`config.mk`:
```
export PLATFORM = sky130hd
export DESIGN_NAME = mgb_encoder
export DESIGN_NICKNAME = d
export VERILOG_FILES = /design/src/rtl/mgb_pkg.sv /design/src/rtl/mgb_prescaler.sv /design/src/rtl/mgb_frame_seq.sv /design/src/rtl/mgb_encoder.sv
export SDC_FILE = /design/constraint.sdc
export NUM_CORES = 1
export LEC_CHECK = 0
export BUFFER_PORTS_ARGS = -buffer_cell sky130_fd_sc_hd__clkbuf_2
export CAP_MARGIN = 15
export CELL_PAD_IN_SITES_DETAIL_PLACEMENT = 2
export CELL_PAD_IN_SITES_GLOBAL_PLACEMENT = 2
export CORE_MARGIN = 2
export CORE_UTILIZATION = 23
export DETAILED_ROUTE_END_ITERATION = 6
export MAX_ROUTING_LAYER = met4
export PLACE_DENSITY_LB_ADDON = 0.05
export SLEW_MARGIN = 20
export SYNTH_ARGS = -nofsm -noshare
export SYNTH_HDL_FRONTEND = slang
export SYNTH_SLANG_ARGS = --single-unit
```
`constraint.sdc`:
```
create_clock -name clk_i -period 2.1 [get_ports clk_i]
set_input_delay 0.21 -clock clk_i [delete_from_list [all_inputs] [get_ports clk_i]]
set_output_delay 0.21 -clock clk_i [all_outputs]
set_load 0.01 [all_outputs]
```
`src/rtl/mgb_pkg.sv`:
```
package mgb_pkg;
  localparam int unsigned SYNC_W = 8;
  localparam logic [SYNC_W-1:0] SYNC_PAT = 8'hFE;

  typedef enum logic [1:0] {
    ST_IDLE,
    ST_ARM,
    ST_SEND,
    ST_HOLD
  } mgb_state_e;
endpackage

```
`src/rtl/mgb_prescaler.sv`:
```
module mgb_prescaler #(
  parameter int unsigned RATE_W = 2
) (
  input  logic              clk_i,
  input  logic              rst_ni,
  input  logic              run_i,
  input  logic [RATE_W-1:0] rate_i,
  output logic              tick_o
);
  localparam int unsigned CNT_W = (1 << RATE_W) - 1;

  logic [CNT_W-1:0] cnt_q;
  logic [CNT_W-1:0] lim;

  // limit = 2^rate - 1 : low 'rate' bits set
  always_comb begin
    for (int i = 0; i < CNT_W; i++) lim[i] = (i < int'(rate_i));
  end

  assign tick_o = run_i && (cnt_q == lim);

  always_ff @(posedge clk_i or negedge rst_ni) begin
    if (!rst_ni)          cnt_q <= '0;
    else if (!run_i)      cnt_q <= '0;
    else if (tick_o)      cnt_q <= '0;
    else                  cnt_q <= cnt_q + 1'b1;
  end


  tick_gap_chk: assert property (@(posedge clk_i) disable iff (!rst_ni)
    (tick_o && rate_i != '0 && run_i) |=> !tick_o);
endmodule

```
`src/rtl/mgb_frame_seq.sv`:
```
module mgb_frame_seq #(
  parameter int unsigned DATA_W = 8
) (
  input  logic              clk_i,
  input  logic              rst_ni,
  input  logic              load_i,
  input  logic [DATA_W-1:0] data_i,
  input  logic              adv_i,
  input  logic              active_i,
  output logic              drive_low_o,
  output logic              last_o
);
  import mgb_pkg::*;

  localparam int unsigned FRAME_W = SYNC_W + DATA_W;
  localparam int unsigned HALF_N  = 2 * FRAME_W;
  localparam int unsigned HALF_W  = $clog2(HALF_N);

  logic [FRAME_W-1:0] frame_q;
  logic [HALF_W-1:0]  half_q;
  logic               cur_bit;

  assign cur_bit     = frame_q[FRAME_W-1];
  assign last_o      = (half_q == HALF_W'(HALF_N - 1));
  // first half: low for 0; second half: low for 1
  assign drive_low_o = active_i && (half_q[0] ? cur_bit : !cur_bit);

  always_ff @(posedge clk_i or negedge rst_ni) begin
    if (!rst_ni) begin
      frame_q <= '0;
      half_q  <= '0;
    end else if (load_i) begin
      frame_q <= {SYNC_PAT, data_i};
      half_q  <= '0;
    end else if (adv_i) begin
      half_q <= half_q + 1'b1;
      if (half_q[0]) frame_q <= {frame_q[FRAME_W-2:0], 1'b0};
    end
  end


  half_pair_chk: assert property (@(posedge clk_i) disable iff (!rst_ni)
    (adv_i && active_i && !half_q[0]) |=> (drive_low_o != $past(drive_low_o)));
endmodule

```
`src/rtl/mgb_encoder.sv`:
```
module mgb_encoder #(
  parameter int unsigned DATA_W    = 8,
  parameter int unsigned RATE_W    = 2,
  parameter int unsigned IDLE_INTS = 4
) (
  input  logic              clk_i,
  input  logic              rst_ni,
  input  logic              go_set_i,
  input  logic [DATA_W-1:0] data_i,
  input  logic [RATE_W-1:0] rate_i,
  output logic              busy_o,
  output logic              go_o,
  output logic              drive_low_o
);
  import mgb_pkg::*;

  localparam int unsigned IDLE_W = (IDLE_INTS > 1) ? $clog2(IDLE_INTS) : 1;

  mgb_state_e        st_q;
  logic              go_q, busy_q;
  logic [RATE_W-1:0] rate_q;
  logic [IDLE_W-1:0] idle_q;
  logic              tick, last, accept, run, sending;

  assign accept  = go_set_i && (st_q == ST_IDLE);
  assign run     = (st_q == ST_SEND) || (st_q == ST_HOLD);
  assign sending = (st_q == ST_SEND);

  mgb_prescaler #(.RATE_W(RATE_W)) i_presc (
    .clk_i  (clk_i),
    .rst_ni (rst_ni),
    .run_i  (run),
    .rate_i (rate_q),
    .tick_o (tick)
  );

  mgb_frame_seq #(.DATA_W(DATA_W)) i_seq (
    .clk_i       (clk_i),
    .rst_ni      (rst_ni),
    .load_i      (accept),
    .data_i      (data_i),
    .adv_i       (sending && tick),
    .active_i    (sending),
    .drive_low_o (drive_low_o),
    .last_o      (last)
  );

  always_ff @(posedge clk_i or negedge rst_ni) begin
    if (!rst_ni) begin
      st_q   <= ST_IDLE;
      go_q   <= 1'b0;
      busy_q <= 1'b0;
      rate_q <= '0;
      idle_q <= '0;
    end else begin
      unique case (st_q)
        ST_IDLE: if (go_set_i) begin
          go_q   <= 1'b1;
          rate_q <= rate_i;
          st_q   <= ST_ARM;
        end
        ST_ARM: begin
          busy_q <= 1'b1;
          st_q   <= ST_SEND;
        end
        ST_SEND: if (tick && last) begin
          idle_q <= '0;
          st_q   <= ST_HOLD;
        end
        ST_HOLD: if (tick) begin
          if (idle_q == IDLE_W'(IDLE_INTS - 1)) begin
            busy_q <= 1'b0;
            go_q   <= 1'b0;
            st_q   <= ST_IDLE;
          end else begin
            idle_q <= idle_q + 1'b1;
          end
        end
        default: st_q <= ST_IDLE;
      endcase
    end
  end

  assign busy_o = busy_q;
  assign go_o   = go_q;


  arm_to_busy_chk: assert property (@(posedge clk_i) disable iff (!rst_ni)
    (go_o && !busy_o) |=> busy_o);

  busy_has_go_chk: assert property (@(posedge clk_i) disable iff (!rst_ni)
    busy_o |-> go_o);

  rate_hold_chk: assert property (@(posedge clk_i) disable iff (!rst_ni)
    (go_o && go_set_i) |=> $stable(rate_q));

  idle_release_chk: assert property (@(posedge clk_i) disable iff (!rst_ni)
    (!busy_o || st_q == ST_HOLD) |-> !drive_low_o);

  clear_together_chk: assert property (@(posedge clk_i) disable iff (!rst_ni)
    $fell(busy_o) |-> $fell(go_o));
endmodule

```
== After elaboration in Yosys (flattened, before gate mapping) ==
Cells that the tools add are included.
Word-level totals
  flip-flop bits (word level): 32
  bits of input ports: 13
  output and inout port bits: 3
  word-level logic and storage cells: 66
Operators by class
  $add $sub $neg: 3
  $lt $le $gt $ge: 3
  equality and inequality tests: 11
  muxes and demuxes: 22
  reductions and logical operators: 19
Operators with widths (count)
  2-to-1 mux 16 bit: 3
  2-to-1 mux 2 bit: 7
  AND reduction 4 bit: 3
  2-to-1 mux 5 bit: 2
  nonzero test 2 bit: 5
  inequality test 2 bit (second input constant): 4
  case mux 2 bit (4 select lines): 1
  equality test 2 bit (second input constant): 3
  2-to-1 mux 3 bit: 2
  adder 5 x 1 -> 5 bit (second input constant): 1
  equality test 5 bit (second input constant): 1
  logical AND 1 bit: 5
  < comparator 1 x 2 -> 1 bit (first input constant): 2
  2-to-1 mux 1 bit: 4
  case mux 1 bit (2 select lines): 2
  case mux 2 bit (2 select lines): 1
  AND reduction 2 bit: 2
  adder 3 x 1 -> 3 bit (second input constant): 1
  equality test 3 bit: 1
  AND reduction 3 bit: 1
  adder 2 x 1 -> 2 bit (second input constant): 1
  equality test 2 x 1 -> 1 bit (second input constant): 1
  logical NOT 2 bit: 1
  < comparator 2 bit (first input constant): 1
  other kinds (3): 3

== Depth between registers and ports, before layout ==
Gate-level depths: netlist (run 1).
  depth after elaboration: 6
  mapped depth: 7
  gate-level depth less buffers: 7

== Modules after synthesis ==
Synthesis (run 1) repeated with hierarchy kept, for this count alone.
Unflattened totals
  cells, all modules: 151
  area total of the unflattened synthesis: 1747.9 um^2
By module, submodules not included
  mgb_frame_seq: instances 1, cells each 89, area an instance 1096.1 um^2
  mgb_encoder: instances 1, cells each 44, area an instance 476.7 um^2
  mgb_prescaler: instances 1, cells each 18, area an instance 175.2 um^2

== Worst setup path after synthesis (run 1) ==
No wires, ideal clock.
  path type: reg2reg
  start point: reg st_q[0]
  end point: reg st_q[1]
  setup time: 0.127 ns
  arrival time: 1.851 ns
  required time: 1.973 ns
  path slack: 0.122 ns
  cell stages (with the launch flop): 8
  path buffers: 1
  period minus slack after synthesis: 1.978 ns
  cell sequence: dfrtp_1 > inv_1 > ha_1 > clkbuf_1 > nor2_1 > or3_1 > nand3_1 > mux2_1
On the way
  word-level cells in the longest chain between the ends: 6
Ends and longest elaborated chain
  start: declaration: line mgb_encoder.sv:19  | mgb_state_e st_q;
  start signal: assignment: line mgb_encoder.sv:50  | st_q <= ST_IDLE;
  start signal: assignment: line mgb_encoder.sv:60  | st_q <= ST_ARM;
  start signal: assignment: line mgb_encoder.sv:64  | st_q <= ST_SEND;
  equality test 2 bit: line mgb_encoder.sv:26, mgb_encoder.sv:56
  logical OR 1 bit: line mgb_encoder.sv:26  | assign run = (st_q == ST_SEND) || (st_q == ST_HOLD);
  logical AND 1 bit: line mgb_prescaler.sv:20  | assign tick_o = run_i && (cnt_q == lim);
  logical AND 1 bit: line mgb_encoder.sv:66  | ST_SEND: if (tick && last) begin
  inequality test 2 bit (no source line)
  AND reduction 4 bit (no source line)
Parallel ways exist; a longest one is shown, timed or not.
A chain may end at the register's enable or synchronous reset.

== Final worst setup path (run 1) ==
  start point: reg rate_q[1]
  end point: reg i_seq.half_q[3]
On the way
  word-level cells in the longest chain between the ends: 5
Ends and longest elaborated chain
  start: declaration: line mgb_encoder.sv:21  | logic [RATE_W-1:0] rate_q;
  start signal: assignment: line mgb_encoder.sv:59  | rate_q <= rate_i;
  < comparator 1 x 2 -> 1 bit / < comparator 2 bit (equally long branches): line mgb_prescaler.sv:17  | for (int i = 0; i < CNT_W; i++) lim[i] = (i < int'(rate_i));
  equality test 3 bit *: line mgb_prescaler.sv:20
  logical AND 1 bit *: line mgb_prescaler.sv:20
  logical AND 1 bit *: line mgb_encoder.sv:42  | .adv_i (sending && tick),
  nonzero test 2 bit (no source line) *
  end signal: assignment: line mgb_frame_seq.sv:36  | half_q <= half_q + 1'b1;
  end: declaration: line mgb_frame_seq.sv:20  | logic [HALF_W-1:0] half_q;
Every way passes the cells marked *; elsewhere a longest branch is shown, timed or not.

==> reports/metrics.cfg, run 1 <==
[run_status]
status=complete, no violations

[place]
dp_slack_ns=0.172
gp_congestion=0.711
port_buffers=15
dpl.hpwl_um=2720
dpl.cell_count=257
place_area_um2=1800

[layout]
post-route-util_pct=28.2
final_cell_area_um2=1910
fillers=779
seqCellArea_um2=801
final_common_cell=dfrtp_1
diodes=0
final_cell_mix=32 x dfrtp_1, 20 x nor2_1, 18 x a21oi_1
instances_no_fill=265
nets=206
drive_above_1_share_pct=16.2
syn_to_final_growth_pct=18.9
multiInputGateArea_um2=749

[sta]
slew_headroom_pct=42.1
layout_min_cycle_time_ns=1.92
fin_ws_ns=0.181
hold_violations=0
setup_viol=0
fmax_ghz=0.521
tns_ns=0
rsz0062_at_grt=false
tightest_slew_ns=0.868
fin_crit_sh_pct=91.4
skew_ns=0.00397
maxSlewViolCount=0

[grt]
busiest_layer=met2
grt_util_met3_pct=2.84
grt_pass1_wl_um=6730
antenna_found_initial=0
met2_usage_pct=20.5
grt_overflow_total=0
grt_start_max_net_pins=33
grt_use_met1_pct=12.9
grtUsageTotal_pct=11.8
first_global_vias=1382

[clock_tree]
cts_root_buf=clkbuf_8
clk_pin_slew_worst_paths_ns=0.07
cts_resized=0
clk_path_buf_depth=2
insertion_delay_ns=0.28
cts_setup_buffers=0
cts_max_level=2
cts.sinks=32
cts_hold_buf=0
cts_buffers=5
cts_tree=done

[power_and_ir_drop]
p_leak_nw=0.891
power_density_nw_per_um2=1320
ir_worst_vdd_uv=263

[yosys]
yosys-top-cells-area=dfrtp_1 50%, ha_1 7.0%, a21oi_1 5.6%
synth_top_area_share_pct=50.0
syn_inst=162
yosysSeqAreaShare_pct=50.0
synth_cell_types=37
synth_top_area_cell=dfrtp_1
synth_area_um2=1600
syn_area_per_cell_um2=9.89
ys_ff_latch=32
synth_nets=184
yosysWarnings=0

[critical_path]
arrival_ns=2.13
worst_r2r_path_depth=6
r2r_start=rate_q[1]
startpoint_type=flip-flop
cp-startpoint=rate_q[1]
r2r_setup_slack_ns=0.18
end_kind=flip-flop
critPathKind=reg -> reg
crit_required_ns=2.31
endpoint=i_seq.half_q[3]
critical_path.max_fanout=26
r2r_end=i_seq.half_q[3]

[route]
via_per_inst=4.69
drt-pass1-iter-count=3
vias=1242
drc=0
drtAntennaViolNets=0
drt_iter0_drc=31
wire_per_inst_um=14.5
wirelength_um=3840

[floorplanning]
start_util_pct=23.7
dieHeight_um=87.5
die_area_um2=7650
core_um2=6760
ioPinCount=16
row_count=30
dieWidth_um=87.5

[worst_hold_path]
hold_path.class=in -> async

[flow_run]
cap_violations=0

## sequential cells by signal, indices dropped and copies added, names as in the netlist
signal	count
i_seq.frame_q	16
i_seq.half_q	5
i_presc.cnt_q	3
idle_q	2
rate_q	2
st_q	2
busy_o	1
go_o	1
## per-layer routing
metal | up-vias | wire length [µm]
li1 | 602 | -
met1 | 621 | 1660
met2 | 15 | 2020
met3 | 4 | 100
met4 | 0 | 55
met5 | - | 0
## worst max-delay path: stages, from the launching register on
cell      delay, ns
dfrtp_1        0.42
nor4b_1        0.33
o31a_1         0.32
o211ai_4       0.11
buf_12         0.18
or3_1          0.35
a21oi_1        0.14
## metrics by stage
stage                     hold slack (ns)  total power, mW
after global placement              0.366             1.94
final                              0.0322             2.52
after global routing               0.0978             2.76
after detailed placement            0.392             1.98
after floorplan                   -0.0856             1.62
after CTS                          0.0666             2.60
## area by class of cell
| class | instances | area share (%) |
|---|---|---|
| sequential | 32 | 42.0 |
| multi-input combinational | 120 | 39.3 |
| timing repair buffer | 21 | 6.96 |
| tap | 80 | 5.25 |
| clock buffer | 6 | 3.81 |
| clock inverter | 2 | 1.84 |
| inverter | 4 | 0.788 |
## synthesized netlist by cell type
master	count
a21o_1	1
a21oi_1	18
a22o_1	1
a32oi_1	1
and2_0	1
and2_1	1
and2b_1	1
and3_1	1
and4_1	1
and4bb_1	1
buf_4	1
buf_8	1
clkbuf_1	4
dfrtp_1	32
ha_1	9
inv_1	4
mux2_1	1
mux2i_1	7
nand2_1	15
nand2b_1	1
nand3_1	8
nor2_1	20
nor2b_1	2
nor3_1	8
nor4_1	1
nor4b_1	1
o211ai_1	1
o211ai_4	1
o21a_1	1
o21ai_0	6
o21ai_1	2
o31a_1	1
or2_2	1
or3_1	2
or3b_1	1
xnor2_1	2
xor2_1	2
## worst min-delay path by stage
stage,from,depth (start not counted),end
after floorplan,rst_ni,0,busy_o
after global placement,rst_ni,1,i_presc.cnt_q[1]
after detailed placement,rst_ni,1,idle_q[1]
after CTS,rst_ni,1,i_seq.frame_q[0]
after global routing,rst_ni,1,i_presc.cnt_q[0]
final,rst_ni,1,idle_q[1]
## cells by family after synthesis
kind of cell / synth area share (%)
simple gates: 20.0
mux: 5.07
flops: 50.0
xor+xnor: 2.19
buf+inv: 3.28
fa+ha+maj: 7.03
compound gates: 12.5
## power breakdown
| part | switching (mW) | leakage (nW) | internal [mW] | total (mW) |
|---|---|---|---|---|
| clock | 0.237 | 0.0552 | 0.352 | 0.589 |
| combinational | 0.545 | 0.470 | 0.416 | 0.961 |
| sequential | 0.154 | 0.366 | 0.816 | 0.970 |
Note: power is estimated with default switching activity, not from simulation.
==> run 2: changes to the inputs <==
--- a/config.mk
+++ b/config.mk
@@ -12,6 +12,7 @@
 export CORE_MARGIN = 2
 export CORE_UTILIZATION = 23
 export DETAILED_ROUTE_END_ITERATION = 6
+export HOLD_SLACK_MARGIN = 0.1
 export MAX_ROUTING_LAYER = met4
 export PLACE_DENSITY_LB_ADDON = 0.05
 export SLEW_MARGIN = 20
==> reports/metrics.cfg, run 2 (synthesis results as in run 1) <==
[run_status]
status=complete, no violations

[layout]
final_cell_mix=32 x dfrtp_1, 20 x nor2_1, 18 x a21oi_1
largest_reg_flops=16
fillers=778
final_cell_area_um2=1920
reg_top3=i_seq.frame_q (16), i_seq.half_q (5), i_presc.cnt_q (3)
syn_to_final_growth_pct=19.5
top_register=i_seq.frame_q
nets=207
final_common_cell=dfrtp_1
diodes=0
drive_above_1_share_pct=16.1

[floorplanning]
dieWidth_um=87.5
ioPinCount=16
die_area_um2=7650
core_um2=6760
start_util_pct=23.7
dieHeight_um=87.5
row_count=30

[critical_path]
crit_family=simple AND/OR/NAND/NOR gates
r2r_setup_slack_ns=0.18
cp_slowest_cell=dfrtp_1
arrival_ns=2.13
cp-startpoint=rate_q[1]
crit_chain=nor4b_1 > o31a_1 > o211ai_4 > buf_12 > or3_1 > a21oi_1
critical_path.max_fanout=26
endpoint=i_seq.half_q[3]
end_kind=flip-flop
cp_num_cells=6
crit_required_ns=2.31
slowest_delay_ns=0.42
startpoint_type=flip-flop
worst_r2r_path_depth=6
worst-path-buf-inv=1
r2r_end=i_seq.half_q[3]
critPathKind=reg -> reg
r2r_start=rate_q[1]

[grt]
grt_start_max_net_pins=33
grt_overflow_total=0
grtUsageTotal_pct=11.8
antenna_found_initial=0
grt_pass1_wl_um=6730
first_global_vias=1382

[sta]
tightest_slew_ns=0.865
layout_min_cycle_time_ns=1.92
setup_viol=0
fin_crit_sh_pct=91.4
skew_ns=0.00397
hold_violations=0
slew_headroom_pct=42.3
maxSlewViolCount=0
fmax_ghz=0.521
tns_ns=0
fin_hold_ws_ns=0.122
rsz0062_at_grt=false

[route]
wire_per_inst_um=14.4
via_per_inst=4.68
wirelength_um=3840
drtAntennaViolNets=0
drt_iter0_drc=32
vias=1244
drc=0
drt-pass1-iter-count=3

[clock_tree]
clk_pin_slew_worst_paths_ns=0.07
cts_buffers=5
insertion_delay_ns=0.28
clk_path_buf_depth=2
cts_setup_buffers=0
cts_max_level=2
cts_root_buf=clkbuf_8
cts_tree=done
cts.sinks=32

[place]
place_area_um2=1800
port_buffers=15
gp_congestion=0.711
dpl.hpwl_um=2720

[flow_run]
cap_violations=0

[power_and_ir_drop]
ir_worst_vdd_uv=263
power_density_nw_per_um2=1320
p_leak_nw=0.895

[worst_hold_path]
hold_path.class=in -> reg

## run 2: per-stage QoR
| stage | setup WS (ns) | std cells | util [%] | power [mW] |
|---|---|---|---|---|
| 6_report | 0.181 | 266 | 28.4 | 2.52 |
| 5_1_grt | 0.0532 | 266 | 28.4 | 2.76 |
| 4_1_cts | 0.144 | 266 | 28.4 | 2.60 |
| 3_5_place_dp | 0.172 | 257 | 26.6 | 1.98 |
| 3_3_place_gp | 0.201 | 257 | 26.6 | 1.94 |
| 2_1_floorplan | 0.122 | 162 | - | 1.62 |
## run 2: worst min-delay path by stage
stage               startpoint          endpoint  slack [ns]  cells after the start
floorplan               rst_ni            busy_o       -0.09                      0
finish               rate_i[1]         rate_q[1]        0.12                      3
detailed placement      rst_ni         idle_q[1]        0.39                      1
global route         data_i[0]  i_seq.frame_q[0]        0.13                      3
CTS                  rate_i[1]         rate_q[1]        0.12                      3
global placement        rst_ni  i_presc.cnt_q[1]        0.37                      1
## run 2: worst register-to-register path: cells and delay by family (launching register included)
kind	cells	cell delay, ns
buffers and inverters	1	0.18
and+or+nand+nor	2	0.69
DFF	1	0.42
AOI/OAI and AO/OA	3	0.57
## run 2: area by class of cell
| class | instances | area (µm²) | area share, % |
|---|---|---|---|
| Clock buffer | 6 | 72.6 | 3.79 |
| Clock inverter | 2 | 35.0 | 1.83 |
| Inverter | 4 | 15.0 | 0.784 |
| Multi-Input combinational cell | 120 | 749 | 39.1 |
| Sequential cell | 32 | 801 | 41.8 |
| Tap cell | 80 | 100 | 5.23 |
| Timing Repair Buffer | 22 | 143 | 7.45 |
## run 2: routing by layer
metal	GRT usage, %	part of all wire, %
met1	12.9	43
met2	20.5	53
met3	2.84	2.6
met4	4.62	1.4
met5	-	0
## run 2: report_power, final
| group | total, mW | switching [mW] | internal (mW) |
|---|---|---|---|
| Sequential | 0.970 | 0.154 | 0.816 |
| Clock | 0.589 | 0.237 | 0.352 |
| Combinational | 0.962 | 0.545 | 0.417 |
| Total | 2.52 | 0.937 | 1.59 |
## run 2: timing repair
item / in CTS / in global routing
hold buffers: 1 / 0
hold endpoints to repair: 32 / 0
resized for setup: 0 / 0
==> run 3: changes to the inputs <==
--- a/config.mk
+++ b/config.mk
@@ -5,6 +5,7 @@
 export SDC_FILE = /design/constraint.sdc
 export NUM_CORES = 1
 export LEC_CHECK = 0
+export ABC_AREA = 1
 export BUFFER_PORTS_ARGS = -buffer_cell sky130_fd_sc_hd__clkbuf_2
 export CAP_MARGIN = 15
 export CELL_PAD_IN_SITES_DETAIL_PLACEMENT = 2
==> reports/metrics.cfg, run 3 <==
[run_status]
status=complete, no violations

[power_and_ir_drop]
power_density_nw_per_um2=1350
p_sw_share_pct=44.9
power_mw=2.88
ir_worst_vdd_uv=276
p_sw_mw=1.29
combPwrFrac_pct=47.1
p_int_mw=1.59
p_clk_share_pct=18.0
seq_power_share_pct=34.9
p_leak_nw=1.17

[yosys]
syn_inst=229
synth_edf_count=0
synth_commonest_cells=75 x nand2_1, 35 x nand3_1, 32 x dfrtp_1
yosysSeqAreaShare_pct=43.3
yosysWarnings=0
synth_top_area_share_pct=43.3
yosysMostFrequentCell=nand2_1
syn_area_per_cell_um2=8.08
synth_ff_type=dfrtp_1
ys_ff_latch=32
synth_area_um2=1850
yosys-top-cells-area=dfrtp_1 43%, nand2_1 15%, nand3_1 9.5%
synth_top_area_cell=dfrtp_1
synth_nets=251
synth_cell_types=27
async_reset_ff_share_pct=100

[sta]
setup_viol=0
fin_ws_ns=0.311
maxSlewViolCount=0
fin_hold_ws_ns=0.116
tightest_slew_ns=0.481
fin_crit_sh_pct=85.2
tns_ns=0
rsz0062_at_grt=false
fmax_ghz=0.559
skew_ns=0.00691
hold_violations=0
layout_min_cycle_time_ns=1.79
slew_headroom_pct=67.9

[clock_tree]
insertion_delay_ns=0.29
cts.sinks=32
clk_path_buf_depth=2
clk_pin_slew_worst_paths_ns=0.08
cts_root_buf=clkbuf_8
cts_max_level=2
cts_tree=done
cts_buffers=5

[route]
drtAntennaViolNets=0
drt-pass1-iter-count=4
vias=1563
via_per_inst=4.43
drc=0
wire_per_inst_um=13.9
wirelength_um=4900
drt_iter0_drc=61

[floorplanning]
dieHeight_um=93.7
start_util_pct=23.8
ioPinCount=16
row_count=32
core_um2=7770
die_area_um2=8780
dieWidth_um=93.7

[place]
dp_slack_ns=0.311
dpl.hpwl_um=3410
gp_congestion=0.705
port_buffers=15

[critical_path]
r2r_setup_slack_ns=0.34
crit_chain=inv_1 > ha_1 > buf_4 > o21ai_0 > a21oi_1 > clkbuf_2
r2r_start=st_q[0]
critPathKind=reg -> out
worst_r2r_path_depth=11
arrival_ns=1.58
startpoint_type=flip-flop
crit_required_ns=1.89
critical_path.max_fanout=5
end_kind=output pin
cp_slowest_cell=dfrtp_1
slowest_delay_ns=0.43
r2r_end=i_seq.half_q[1]

[grt]
grt_overflow_total=0
grtUsageTotal_pct=13.0
grt_start_max_net_pins=33
grt_pass1_wl_um=8730
antenna_found_initial=0
first_global_vias=1713

[layout]
final_cell_mix=75 x nand2_1, 35 x nand3_1, 32 x dfrtp_1
reg_top3=i_seq.frame_q (16), i_seq.half_q (5), i_presc.cnt_q (3)
nets=272
post-route-util_pct=27.5
drive_above_1_share_pct=21.9
syn_to_final_growth_pct=15.5
largest_reg_flops=16
final_common_cell=nand2_1
diodes=0
top_register=i_seq.frame_q

[worst_hold_path]
hold_path_depth=3
hold_end=rate_q[1]
hold_path.class=in -> reg
hold_start=rate_i[1]

[flow_run]
cap_violations=0

[run 3: cell types whose count changed after synthesis, sizes merged, moves of 9 or more]
cell	before	now
nand3	8	39
nand2	15	80
nor2	20	11
inv	4	20
a21oi	18	4
or2	1	10
[run 3: worst max path at each step]
stage	from	to	cells past startpoint
after floorplan	st_q[0]	i_seq.frame_q[10]	10
after detailed placement	st_q[0]	i_seq.half_q[3]	11
final	st_q[0]	drive_low_o	6
after global routing	st_q[0]	i_seq.half_q[1]	11
after global placement	st_q[0]	i_seq.half_q[1]	11
after CTS	st_q[0]	drive_low_o	6
[run 3: layout make-up]
| cell class | instances | area [µm²] |
|---|---|---|
| Clock buffer | 6 | 82.6 |
| Clock inverter | 2 | 10.0 |
| Fill cell | 937 | 5630 |
| Inverter | 20 | 75.1 |
| Multi-Input combinational cell | 169 | 911 |
| Sequential cell | 32 | 801 |
| Tap cell | 102 | 128 |
| Timing Repair Buffer | 22 | 130 |
[run 3: cells by family (layout without fill, tap and decap cells)]
family                   Yosys count  after routing  share of synthesized area (%)
AND/OR/NAND/NOR                  148            148                           38.9
XOR/XNOR                           3              3                           1.42
buffers and inverters             28             50                           7.50
AO/OA/AOI/OAI                      9              9                           2.77
flip-flops                        32             32                           43.3
adder cells (fa/ha/maj)            9              9                           6.09
[run 3: power by group through the flow]
| stage | sequential (mW) | combinational (mW) | clock [mW] |
|---|---|---|---|
| after floorplan | 0.972 | 1.09 | 0 |
| after global placement | 1.02 | 1.40 | 0 |
| after detailed placement | 1.02 | 1.40 | 0 |
| after CTS | 1.01 | 1.40 | 0.552 |
| after global routing | 1.05 | 1.61 | 0.570 |
| final | 1.00 | 1.36 | 0.520 |
[run 3: metrics by stage]
stage,instances,cell area [µm²]
2_1_floorplan,229,1850
3_3_place_gp,344,2030
3_5_place_dp,344,2030
4_1_cts,353,2140
5_1_grt,353,2140
6_report,353,2140
[run 3: per-layer routing]
metal | GRT usage (%) | vias to the layer above | share of wire [%]
met5 | - | - | 0
met4 | 3.99 | 0 | 1.5
met3 | 2.81 | 5 | 3.1
met2 | 19.3 | 19 | 45
met1 | 17.9 | 766 | 51
li1 | - | 773 | -
[run 3: worst max-delay path: cells and delay by family (launching register included)]
| kind | cells | cell delay (ns) |
|---|---|---|
| flops | 1 | 0.43 |
| fa+ha+maj | 1 | 0.19 |
| buf+inv | 3 | 0.44 |
| compound gates | 2 | 0.23 |
[run 3: what timing repair did]
item / CTS / global route
setup endpoints to repair: 0 / 0
setup buffers: 0 / 0
hold endpoints to repair: 32 / 0
gates resized for setup: 0 / 0
hold buffers: 1 / 0
